[src/rtl/mdio_pkg.sv]
// Shared constants of the management bus master: register word selects and
// the bit positions inside the control and access words.
package mdio_pkg;
    localparam int unsigned ADDR_W  = 5;
    localparam int unsigned DATA_W  = 16;

    localparam logic [1:0]  SEL_CTL  = 2'd0;
    localparam logic [1:0]  SEL_ACC  = 2'd1;
    localparam logic [1:0]  SEL_LINK = 2'd2;

    localparam int unsigned GO_POS   = 31;
    localparam int unsigned WR_POS   = 30;
    localparam int unsigned ACK_POS  = 29;
    localparam int unsigned REG_LSB  = 21;
    localparam int unsigned PHY_LSB  = 16;

    localparam int unsigned IDLE_POS = 31;
    localparam int unsigned EN_POS   = 30;
endpackage

[src/rtl/mdio_clkgen.sv]
// Management clock generator. Divides clk by 2*(div+1) while en is high and
// holds mdc low otherwise. rise_stb/fall_stb are high in the cycle whose
// closing edge makes mdc rise/fall. Assumes div is stable while running.
module mdio_clkgen #(
    parameter int unsigned DIV_W = 8
) (
    input  logic             clk,
    input  logic             rst_n,
    input  logic             en,
    input  logic [DIV_W-1:0] div,
    output logic             mdc,
    output logic             rise_stb,
    output logic             fall_stb
);
    logic [DIV_W-1:0] cnt;
    logic             wrap;

    // Terminal count of the half-period counter.
    assign wrap     = en && (cnt == div);
    assign rise_stb = wrap && !mdc;
    assign fall_stb = wrap && mdc;

    // Half-period counter and clock toggle.
    always_ff @(posedge clk) begin
        if (!rst_n || !en) begin
            cnt <= '0;
            mdc <= 1'b0;
        end else if (wrap) begin
            cnt <= '0;
            mdc <= ~mdc;
        end else begin
            cnt <= cnt + 1'b1;
        end
    end
endmodule

[src/rtl/mdio_frame_engine.sv]
// Frame serialiser. On start it loads a full clause-22 frame, drives one bit
// per falling-edge strobe and samples the line on each following rising-edge
// strobe. On a read it releases the line from the turnaround on. done pulses
// for one cycle after the last rising edge. Assumes the strobes never
// coincide.
module mdio_frame_engine #(
    parameter int unsigned PRE_LEN = 32
) (
    input  logic                         clk,
    input  logic                         rst_n,
    input  logic                         start,
    input  logic                         wr,
    input  logic [mdio_pkg::ADDR_W-1:0]  phy,
    input  logic [mdio_pkg::ADDR_W-1:0]  regad,
    input  logic [mdio_pkg::DATA_W-1:0]  wdata,
    input  logic                         rise_stb,
    input  logic                         fall_stb,
    input  logic                         mdio_i,
    output logic                         mdio_o,
    output logic                         mdio_oe,
    output logic                         busy,
    output logic                         done,
    output logic                         ack,
    output logic [mdio_pkg::DATA_W-1:0]  rdata
);
    localparam int unsigned FRAME_LEN = PRE_LEN + 32;
    localparam int unsigned IDX_W     = $clog2(FRAME_LEN);
    localparam logic [IDX_W-1:0] TA_LO = IDX_W'(PRE_LEN + 14);
    localparam logic [IDX_W-1:0] TA_HI = IDX_W'(PRE_LEN + 15);
    localparam logic [IDX_W-1:0] DAT_LO = IDX_W'(PRE_LEN + 16);
    localparam logic [IDX_W-1:0] LAST  = IDX_W'(FRAME_LEN - 1);

    logic [FRAME_LEN-1:0] frame;
    logic [FRAME_LEN-1:0] sh;
    logic [IDX_W-1:0]     idx;
    logic                 driven;
    logic                 wr_q;

    // Frame image: preamble, start, opcode, addresses, turnaround, data.
    assign frame = {{PRE_LEN{1'b1}}, 2'b01, (wr ? 2'b01 : 2'b10), phy, regad,
                    (wr ? 2'b10 : 2'b11), (wr ? wdata : 16'hFFFF)};

    // Bit sequencer: load, shift out on falls, sample on rises.
    always_ff @(posedge clk) begin
        if (!rst_n) begin
            busy    <= 1'b0;
            done    <= 1'b0;
            driven  <= 1'b0;
            idx     <= '0;
            sh      <= '0;
            wr_q    <= 1'b0;
            ack     <= 1'b0;
            rdata   <= '0;
            mdio_o  <= 1'b1;
            mdio_oe <= 1'b0;
        end else begin
            done <= 1'b0;
            if (!busy) begin
                mdio_o  <= 1'b1;
                mdio_oe <= 1'b0;
                driven  <= 1'b0;
                if (start) begin
                    busy  <= 1'b1;
                    idx   <= '0;
                    sh    <= frame;
                    wr_q  <= wr;
                    ack   <= 1'b0;
                    rdata <= '0;
                end
            end else if (fall_stb) begin
                mdio_o  <= sh[FRAME_LEN-1];
                sh      <= sh << 1;
                mdio_oe <= wr_q || (idx < TA_LO);
                driven  <= 1'b1;
            end else if (rise_stb && driven) begin
                driven <= 1'b0;
                if (idx == TA_HI)
                    ack <= !mdio_i;
                if (idx >= DAT_LO)
                    rdata <= {rdata[mdio_pkg::DATA_W-2:0], mdio_i};
                if (idx == LAST) begin
                    busy <= 1'b0;
                    done <= 1'b1;
                end else begin
                    idx <= idx + 1'b1;
                end
            end
        end
    end
endmodule

[src/rtl/mdio_master.sv]
// Register-driven management bus master. Holds the control, access and link
// words and launches one frame per accepted go request. Assumes software
// does not change the control word during a frame.
module mdio_master #(
    parameter int unsigned DIV_W   = 8,
    parameter int unsigned PRE_LEN = 32
) (
    input  logic        clk,
    input  logic        rst_n,
    input  logic        reg_wr,
    input  logic [1:0]  reg_addr,
    input  logic [31:0] reg_wdata,
    output logic [31:0] reg_rdata,
    output logic        mdc,
    output logic        mdio_o,
    output logic        mdio_oe,
    input  logic        mdio_i
);
    import mdio_pkg::*;

    logic                ctl_en;
    logic [DIV_W-1:0]    ctl_div;
    logic                acc_go;
    logic                acc_wr;
    logic                acc_ack;
    logic [ADDR_W-1:0]   acc_reg;
    logic [ADDR_W-1:0]   acc_phy;
    logic [DATA_W-1:0]   acc_data;
    logic [31:0]         link_word;

    logic                rise_stb;
    logic                fall_stb;
    logic                busy;
    logic                eng_done;
    logic                eng_ack;
    logic [DATA_W-1:0]   eng_rdata;
    logic                start;
    logic                idle_w;

    assign idle_w = !busy;
    assign start  = acc_go && ctl_en && !busy && !eng_done;

    mdio_clkgen #(.DIV_W(DIV_W)) u_clkgen (
        .clk      (clk),
        .rst_n    (rst_n),
        .en       (ctl_en),
        .div      (ctl_div),
        .mdc      (mdc),
        .rise_stb (rise_stb),
        .fall_stb (fall_stb)
    );

    mdio_frame_engine #(.PRE_LEN(PRE_LEN)) u_engine (
        .clk      (clk),
        .rst_n    (rst_n),
        .start    (start),
        .wr       (acc_wr),
        .phy      (acc_phy),
        .regad    (acc_reg),
        .wdata    (acc_data),
        .rise_stb (rise_stb),
        .fall_stb (fall_stb),
        .mdio_i   (mdio_i),
        .mdio_o   (mdio_o),
        .mdio_oe  (mdio_oe),
        .busy     (busy),
        .done     (eng_done),
        .ack      (eng_ack),
        .rdata    (eng_rdata)
    );

    // Control and link words: plain software-written storage.
    always_ff @(posedge clk) begin
        if (!rst_n) begin
            ctl_en    <= 1'b0;
            ctl_div   <= '0;
            link_word <= '0;
        end else if (reg_wr) begin
            if (reg_addr == SEL_CTL) begin
                ctl_en  <= reg_wdata[EN_POS];
                ctl_div <= reg_wdata[DIV_W-1:0];
            end
            if (reg_addr == SEL_LINK)
                link_word <= reg_wdata;
        end
    end

    // Access word: accepted only while go is clear, updated at frame end.
    always_ff @(posedge clk) begin
        if (!rst_n) begin
            acc_go   <= 1'b0;
            acc_wr   <= 1'b0;
            acc_ack  <= 1'b0;
            acc_reg  <= '0;
            acc_phy  <= '0;
            acc_data <= '0;
        end else if (eng_done) begin
            acc_go  <= 1'b0;
            acc_ack <= eng_ack && !acc_wr;
            if (!acc_wr)
                acc_data <= eng_rdata;
        end else if (reg_wr && (reg_addr == SEL_ACC) && !acc_go) begin
            acc_go   <= reg_wdata[GO_POS];
            acc_wr   <= reg_wdata[WR_POS];
            acc_ack  <= 1'b0;
            acc_reg  <= reg_wdata[REG_LSB +: ADDR_W];
            acc_phy  <= reg_wdata[PHY_LSB +: ADDR_W];
            acc_data <= reg_wdata[DATA_W-1:0];
        end
    end

    // Read multiplexer over the three words.
    always_comb begin
        reg_rdata = '0;
        case (reg_addr)
            SEL_CTL: begin
                reg_rdata[IDLE_POS]    = idle_w;
                reg_rdata[EN_POS]      = ctl_en;
                reg_rdata[DIV_W-1:0]   = ctl_div;
            end
            SEL_ACC: begin
                reg_rdata[GO_POS]              = acc_go;
                reg_rdata[WR_POS]              = acc_wr;
                reg_rdata[ACK_POS]             = acc_ack;
                reg_rdata[REG_LSB +: ADDR_W]   = acc_reg;
                reg_rdata[PHY_LSB +: ADDR_W]   = acc_phy;
                reg_rdata[DATA_W-1:0]          = acc_data;
            end
            SEL_LINK: reg_rdata = link_word;
            default:  reg_rdata = '0;
        endcase
    end
endmodule

[config.mk]
export PLATFORM = sky130hd
export DESIGN_NAME = mdio_master
export DESIGN_NICKNAME = d
export VERILOG_FILES = /design/src/rtl/mdio_pkg.sv /design/src/rtl/mdio_clkgen.sv /design/src/rtl/mdio_frame_engine.sv /design/src/rtl/mdio_master.sv
export SDC_FILE = /design/constraint.sdc
export NUM_CORES = 1
export LEC_CHECK = 0
export ABC_CLOCK_PERIOD_IN_PS = 2300
export CORE_AREA = 3 3 127 220
export CTS_CLUSTER_SIZE = 25
export DETAILED_ROUTE_END_ITERATION = 8
export DIE_AREA = 0 0 130 223
export GPL_TIMING_DRIVEN = 0
export PLACE_DENSITY = 0.45
export SETUP_SLACK_MARGIN = 0.4
export SLEW_MARGIN = 20
export SYNTH_ARGS = -nofsm -noshare
export SYNTH_HDL_FRONTEND = slang
export SYNTH_SLANG_ARGS = --single-unit
export TNS_END_PERCENT = 100
[constraint.sdc]
create_clock -name clk -period 2.3 [get_ports clk]
set_clock_uncertainty 0.2 [all_clocks]
set_input_delay 0.345 -clock clk [delete_from_list [all_inputs] [get_ports clk]]
set_output_delay 0.345 -clock clk [all_outputs]
set_load 0.02 [all_outputs]
==> results of run 1 <==
## power breakdown
group	internal (mW)	switching, mW
clock	1.73	1.22
combinational	0.284	0.303
sequential	3.03	0.0510
total	5.04	1.58
## layer usage
layer	GRT usage, %	wire length [um]	up-vias
li1	-	-	3489
met1	20.07	10350	3482
met2	36.46	15750	143
met3	3.162	797	56
met4	7.919	1026	0
met5	0	0	-
## layout by cell type, fill, tap and decap left out, types with 8 or more instances in the layout
cell type and count:
nor3_1 16, clkdlybuf4s50_1 35, nor3_2 9, nand2_1 143, a21oi_1 34, nor2_2 11
buf_8 9, nor3b_2 28, clkbuf_8 9, o21ai_0 30, mux2i_1 44, a22oi_2 19
buf_6 53, o211a_1 44, buf_12 9, clkbuf_1 26, nor2_1 17, dfxtp_2 11
a222oi_1 10, clkbuf_2 18, nor2b_2 16, nand3_1 36, inv_1 21, buf_4 19
xor2_1 8, nor2_4 30, dfxtp_1 158, nor3_4 12, clkbuf_16 34, a21boi_0 54
## critical path, stage by stage, from the launching register on
cell	delay, ns
dfxtp_2	0.33
buf_8	0.10
clkbuf_16	0.12
clkbuf_16	0.12
inv_6	0.03
a222oi_1	0.49
nor2_2	0.06
buf_6	0.15
## logic make-up (layout without fill, tap and decap cells)
logic type	Yosys count	in the layout	share of synthesized area [%]
AND/OR/NAND/NOR	371	371	22.99
buffers and inverters	104	256	5.343
flip-flops	172	172	44.02
adder cells (fa/ha/maj)	6	6	0.9598
XOR/XNOR	15	15	1.680
AO/OA/AOI/OAI	207	207	19.37
multiplexers	44	44	5.631
## path summary, 6_finish.rpt
check | to | slack, ns | cells after the start
min reg2reg | u_engine.mdio_oe | 0.25 | 2
max reg2reg | u_engine.idx[5] | -0.07 | 6
min | u_engine.mdio_oe | 0.25 | 2
max | reg_rdata[31] | -0.1 | 7
## synth_stat cells (2+ instances only)
| cell | number | area, sq um |
|---|---|---|
| a21boi_0 | 54 | 405.4 |
| a21oi_1 | 34 | 170.2 |
| a222oi_1 | 10 | 100.1 |
| a22oi_1 | 19 | 142.6 |
| a31oi_1 | 3 | 18.77 |
| and2_1 | 7 | 43.79 |
| and3_1 | 4 | 25.02 |
| and4_1 | 2 | 17.52 |
| buf_1 | 3 | 11.26 |
| buf_2 | 3 | 15.01 |
| clkbuf_1 | 72 | 270.3 |
| dfxtp_1 | 172 | 3443 |
| ha_1 | 6 | 75.07 |
| inv_1 | 24 | 90.09 |
| mux2i_1 | 44 | 440.4 |
| nand2_1 | 144 | 540.5 |
| nand2b_1 | 2 | 12.51 |
| nand3_1 | 38 | 190.2 |
| nand3b_1 | 3 | 22.52 |
| nand4_1 | 6 | 37.54 |
| nor2_1 | 58 | 217.7 |
| nor2b_1 | 20 | 125.1 |
| nor3_1 | 37 | 185.2 |
| nor3b_1 | 35 | 262.8 |
| nor4_1 | 2 | 12.51 |
| o211a_1 | 44 | 440.4 |
| o21ai_0 | 35 | 175.2 |
| or2_2 | 2 | 12.51 |
| or4_1 | 5 | 37.54 |
| xnor2_1 | 7 | 61.31 |
| xor2_1 | 8 | 70.07 |
## what timing repair did
item	in CTS	in global routing
gates cloned	6	8
setup buffers	19	17
pin swaps	32	53
resized for setup	325	234
setup endpoints to repair	195	190
## through the flow
| stage | power [mW] | util (%) | std cells |
|---|---|---|---|
| after floorplan | 3.375 | - | 919 |
| after global placement | 3.615 | 34.46 | 1311 |
| after detailed placement | 3.617 | 34.50 | 1311 |
| after CTS | 6.663 | 39.65 | 1366 |
| after global routing | 6.871 | 43.99 | 1391 |
| final | 6.616 | 43.99 | 1391 |
## layout make-up
cell class,count,area share (%)
plain buffers,80,6.295
clock buffers,24,4.345
clock inverters,6,0.7368
inverters,24,0.8885
multi-input cells,643,41.63
flip-flops and latches,172,30.04
well taps,320,3.467
repair buffers,122,12.60
==> results.md, run 1 <==
* Sequential-to-total area share from yosys stat at 44.02%
* 1st-pass router iterations at 6
* Max Clk Rate at 417.1 MHz
* Largest net degree at the start of global routing at 17
* Nets@finish at 1,104
* Critical Path AT at 1.85 ns
* Lkg Pwr at 4.680 nW
* Cell Area, Synth at 7821 sq um
* Pin slew with the least headroom to its limit at 0.7457 ns
* DP HPWL at 19.27 mm
* Hold/Removal Path Class: flip-flop to flip-flop
* Setup ws final at -0.09755 ns
* Clk slew on worst S/H paths at 0.07 ns
* WL/cell at 20.07 um
* Longest Clk Path Bufs at 2
* Status: finished, violations left
* Main synth FF type: dfxtp_1
* Slew HR at 50.29%
* Max reg flops at 64
* Startpoint types: flip-flop
* RSZ-0062 raised after global routing: true
* Share of post-route cells with drive strength above 1 at 31.00%
* Synth Instances at 919
* Largest Register: u_engine.sh
* IO Port Bufs at 72
* Worst path required time at 1.75 ns
* Post-Route WL at 27.92 mm
* Average via count per standard cell at 5.155
* Post-synth net total at 963
* DIE WIDTH at 130 um
* Largest regs: u_engine.sh x64, link_word x32
* EDFF count, synth at 0
* Worst skew pair latency at 0.44 ns
* CTS sink count at 172
* Multi-input gate area at 4807 sq um
* Layout filler cell count at 2,585
* Global-route wire length before repair at 41.92 mm
* Initial antenna violation count at 0
* Detailed-route DRC error count at 0
* Die Span Y at 223 um
* Row count at 78
* Total core area at 26,250 sq um
* CTS Buf Count at 17
* Area grow syn2layout at 47.64%
* Tcrit/Tclk final at 104.2%
* Fraction of registers with async set/reset at 0%
* Number of global-route vias before repair at 7,195
* CTS tree: built
* Crit Path Class: flip-flop to output port
* CP Launch Point: u_engine.busy
* Final Hold Viols at 0
* Yosys cell types at 47
* Final Wtd Congestion at 0.7709
* Reg area at 3468 sq um
* TNS Setup at -0.6241 ns
* Post-place setup slack at -1.136 ns
* WHS at 0.2517 ns
* Yosys warns at 0
* GRT Total Usage at 19.11%
* Setup-failing EPs final at 16
* VDD IR max at 490.6 uV
* Design Area, Final at 11,550 sq um
* Power Density at 573.0 nW/um^2
* Root Driver: clkbuf_16
* I/O pin cnt at 73
* Min cycle time layout at 2.398 ns
* Failing checks: negative setup slack
* Grt ovf at 0
* Starting Density at 29.79%
* Die area at 28,990 sq um
* Fin. max-slew vios at 0
* CP max FO at 2
* Seq cells post-synth at 172
* H-tree depth at 4
* Vias after detailed routing at 7,170
* RR Startpoint: ctl_div[0]
* Hold_sp: u_engine.mdio_oe
* Initial DRC Count at 378
* Number of diodes at 0
* Synthesized area per cell at 8.511 sq um
* Setup crit end kind: output port
* CTS Hold Bufs at 0
* Post-DP Area at 9056 sq um
* Max_cap viols at 0
* Final antenna-violating net count at 0
Power figures use the tool's default switching activity.
==> inputs of run 2 (changes only) <==
--- a/config.mk
+++ b/config.mk
@@ -11,6 +11,7 @@
 export DETAILED_ROUTE_END_ITERATION = 8
 export DIE_AREA = 0 0 130 223
 export GPL_TIMING_DRIVEN = 0
+export HOLD_SLACK_MARGIN = 0.03
 export PLACE_DENSITY = 0.45
 export SETUP_SLACK_MARGIN = 0.4
 export SLEW_MARGIN = 20
==> results of run 2 <==
The final DEF is identical to that of run 1; final timing and power are the same.
==> inputs of run 3 (changes only) <==
--- a/config.mk
+++ b/config.mk
@@ -14,6 +14,7 @@
 export HOLD_SLACK_MARGIN = 0.03
 export PLACE_DENSITY = 0.45
 export SETUP_SLACK_MARGIN = 0.4
+export SKIP_CTS_REPAIR_TIMING = 1
 export SLEW_MARGIN = 20
 export SYNTH_ARGS = -nofsm -noshare
 export SYNTH_HDL_FRONTEND = slang
==> results.md, run 3 (synthesized netlist as in run 1, its figures left out) <==
* Setup crit end kind: flip-flop
* Power Density at 616.0 nW/um^2 (+7.5%)
* CTS Buf Count at 17 (unchanged)
* Nets@finish at 1,084 (-1.8%)
* Commonest non-fill, non-tap cell in the layout: dfxtp_1
* Tcrit/Tclk final at 105.1% (+0.82 points)
* Post-DP Area at 9056 sq um (unchanged)
* CP max FO at 7 (+5)
* Critical Path AT at 2.60 ns (+0.75 ns)
* Pin slew with the least headroom to its limit at 0.7114 ns (-0.03425 ns)
* Fin. max-slew vios at 0 (unchanged)
* Post-Route WL at 26.80 mm (-4.0%)
* Die area at 28,990 sq um (unchanged)
* Row count at 78 (unchanged)
* Starting Density at 29.79% (unchanged)
* Die Span Y at 223 um (unchanged)
* Largest net degree at the start of global routing at 17 (unchanged)
* Longest Clk Path Bufs at 2 (unchanged)
* CP Launch Point: ctl_div[0]
* Largest Register: u_engine.sh
* 1st-pass router iterations at 5 (-1)
* Worst skew pair latency at 0.44 ns (about the same)
* Average via count per standard cell at 5.113 (-0.81%)
* GRT Total Usage at 18.37% (-0.73 points)
* VDD IR max at 494.1 uV (+0.71%)
* Worst reg2reg path depth at 7 (+1)
* Global-route wire length before repair at 40.38 mm (-3.7%)
* Lkg Pwr at 4.377 nW (-6.5%)
* DIE WIDTH at 130 um (unchanged)
* DP HPWL at 19.27 mm (unchanged)
* Max reg flops at 64 (unchanged)
* CP Depth at 7 (unchanged)
* Largest regs: u_engine.sh x64, link_word x32
* WL/cell at 19.54 um (-2.6%)
* FF-to-FF setup slack at -0.12 ns (-0.05 ns)
* Final Wtd Congestion at 0.7709 (unchanged)
* CTS tree: built
* Startpoint types: flip-flop
* Setup-failing EPs final at 78 (+62)
* Area grow syn2layout at 36.35%
* Max Clk Rate at 413.8 MHz (-0.78%)
* IO Port Bufs at 72 (unchanged)
* Layout filler cell count at 2,675 (+3.5%)
* CP cell instances: xor2_2 -> or3_4 -> or4_4 -> buf_12 -> nand2_8 -> buf_6 -> o211a_1
* CTS sink count at 172 (unchanged)
* Overall power at 6.569 mW (-0.71%)
* Worst path required time at 2.49 ns (+0.74 ns)
* Design Area, Final at 10,660 sq um (-7.6%)
* Number of diodes at 0 (unchanged)
* Slew HR at 52.57% (+2.3 points)
* Root Driver: clkbuf_16
* Min cycle time layout at 2.416 ns (+0.01892 ns)
* Initial DRC Count at 341 (-9.8%)
* Crit path capture: u_engine.sh[27]
* Failing checks: negative setup slack
* Buf/Inv on CP at 2 (-3)
* Initial antenna violation count at 0 (unchanged)
* Total core area at 26,250 sq um (unchanged)
* Share of post-route cells with drive strength above 1 at 23.79% (-7.2 points)
* Max_cap viols at 0 (unchanged)
* Detailed-route DRC error count at 0 (unchanged)
* Status: finished, violations left
* I/O pin cnt at 73 (unchanged)
* RR Startpoint: ctl_div[0]
* Hold/Removal Path Class: flip-flop to flip-flop
* Final Hold Viols at 0 (unchanged)
* Setup ws final at -0.1165 ns (-0.01892 ns)
* Crit-path slowest cell: or4_4
* Number of global-route vias before repair at 6,999 (-2.7%)
* Grt ovf at 0 (unchanged)
* Final antenna-violating net count at 0 (unchanged)
* Clk slew on worst S/H paths at 0.06 ns (about the same)
* RSZ-0062 raised after global routing: true
* Crit path max-delay family: simple AND/OR/NAND/NOR gates
* H-tree depth at 4 (unchanged)
* Crit Path Class: flip-flop to flip-flop
* Worst path max stage delay at 0.59 ns (+0.10 ns)
* Critical R2R Capture: u_engine.sh[27]
* Vias after detailed routing at 7,010 (-2.2%)
* Most frequent cells in the layout: dfxtp_1, nand2_1, a21boi_0, o211a_1, mux2i_1
[run 3: per-layer routing]
layer	global-route usage [%]	vias to the layer above	wire, um
met5	0	-	0
met4	8.054	0	901
met3	3.162	42	686
met2	34.42	116	15050
met1	19.60	3407	10160
li1	-	3445	-
[run 3: worst min-delay path, cell delays in order, from the launching register on]
cell	delay, ns
dfxtp_1	0.31
inv_1	0.05
a211oi_1	0.05
[run 3: how the worst min path moves through the flow]
stage / from / slack (ns) / end / cells past startpoint
finish: u_engine.mdio_oe / 0.25 / u_engine.mdio_oe / 2
global route: reg_wdata[28] / 0.28 / link_word[28] / 3
CTS: reg_wdata[29] / 0.24 / link_word[29] / 3
detailed placement: u_engine.mdio_oe / 0.25 / u_engine.mdio_oe / 2
global placement: u_engine.mdio_oe / 0.24 / u_engine.mdio_oe / 2
floorplan: u_engine.sh[0] / 0.24 / u_engine.sh[0] / 2
[run 3: final cells by class]
type | count | area [sq um] | area share [%]
multi-input combinational | 643 | 4407 | 41.32
clock buffer | 24 | 501.7 | 4.705
clock inverter | 6 | 85.08 | 0.7978
tap | 320 | 400.4 | 3.755
timing repair buffer | 102 | 1094 | 10.25
inverter | 24 | 97.59 | 0.9152
sequential | 172 | 3466 | 32.50
buffer | 80 | 613.1 | 5.749
[run 3: stage by stage]
| stage | setup TNS, ns | utilization, % | hold slack (ns) | cells | setup WS (ns) |
|---|---|---|---|---|---|
| finish | -5.121 | 40.62 | 0.2515 | 1371 | -0.1165 |
| floorplan | 0 | - | 0.2364 | 919 | 0.07454 |
| global route | -7.510 | 40.62 | 0.2793 | 1371 | -0.1442 |
| CTS | -60.00 | 36.73 | 0.2448 | 1341 | -1.135 |
| global placement | -109.15 | 34.46 | 0.2447 | 1311 | -1.145 |
| detailed placement | -87.32 | 34.50 | 0.2475 | 1311 | -1.136 |
[run 3: report_power, final]
| group | internal, mW | total (mW) | switching (mW) |
|---|---|---|---|
| combinational | 0.241 | 0.529 | 0.288 |
| sequential | 3.03 | 3.08 | 0.0497 |
| clock | 1.73 | 2.96 | 1.23 |
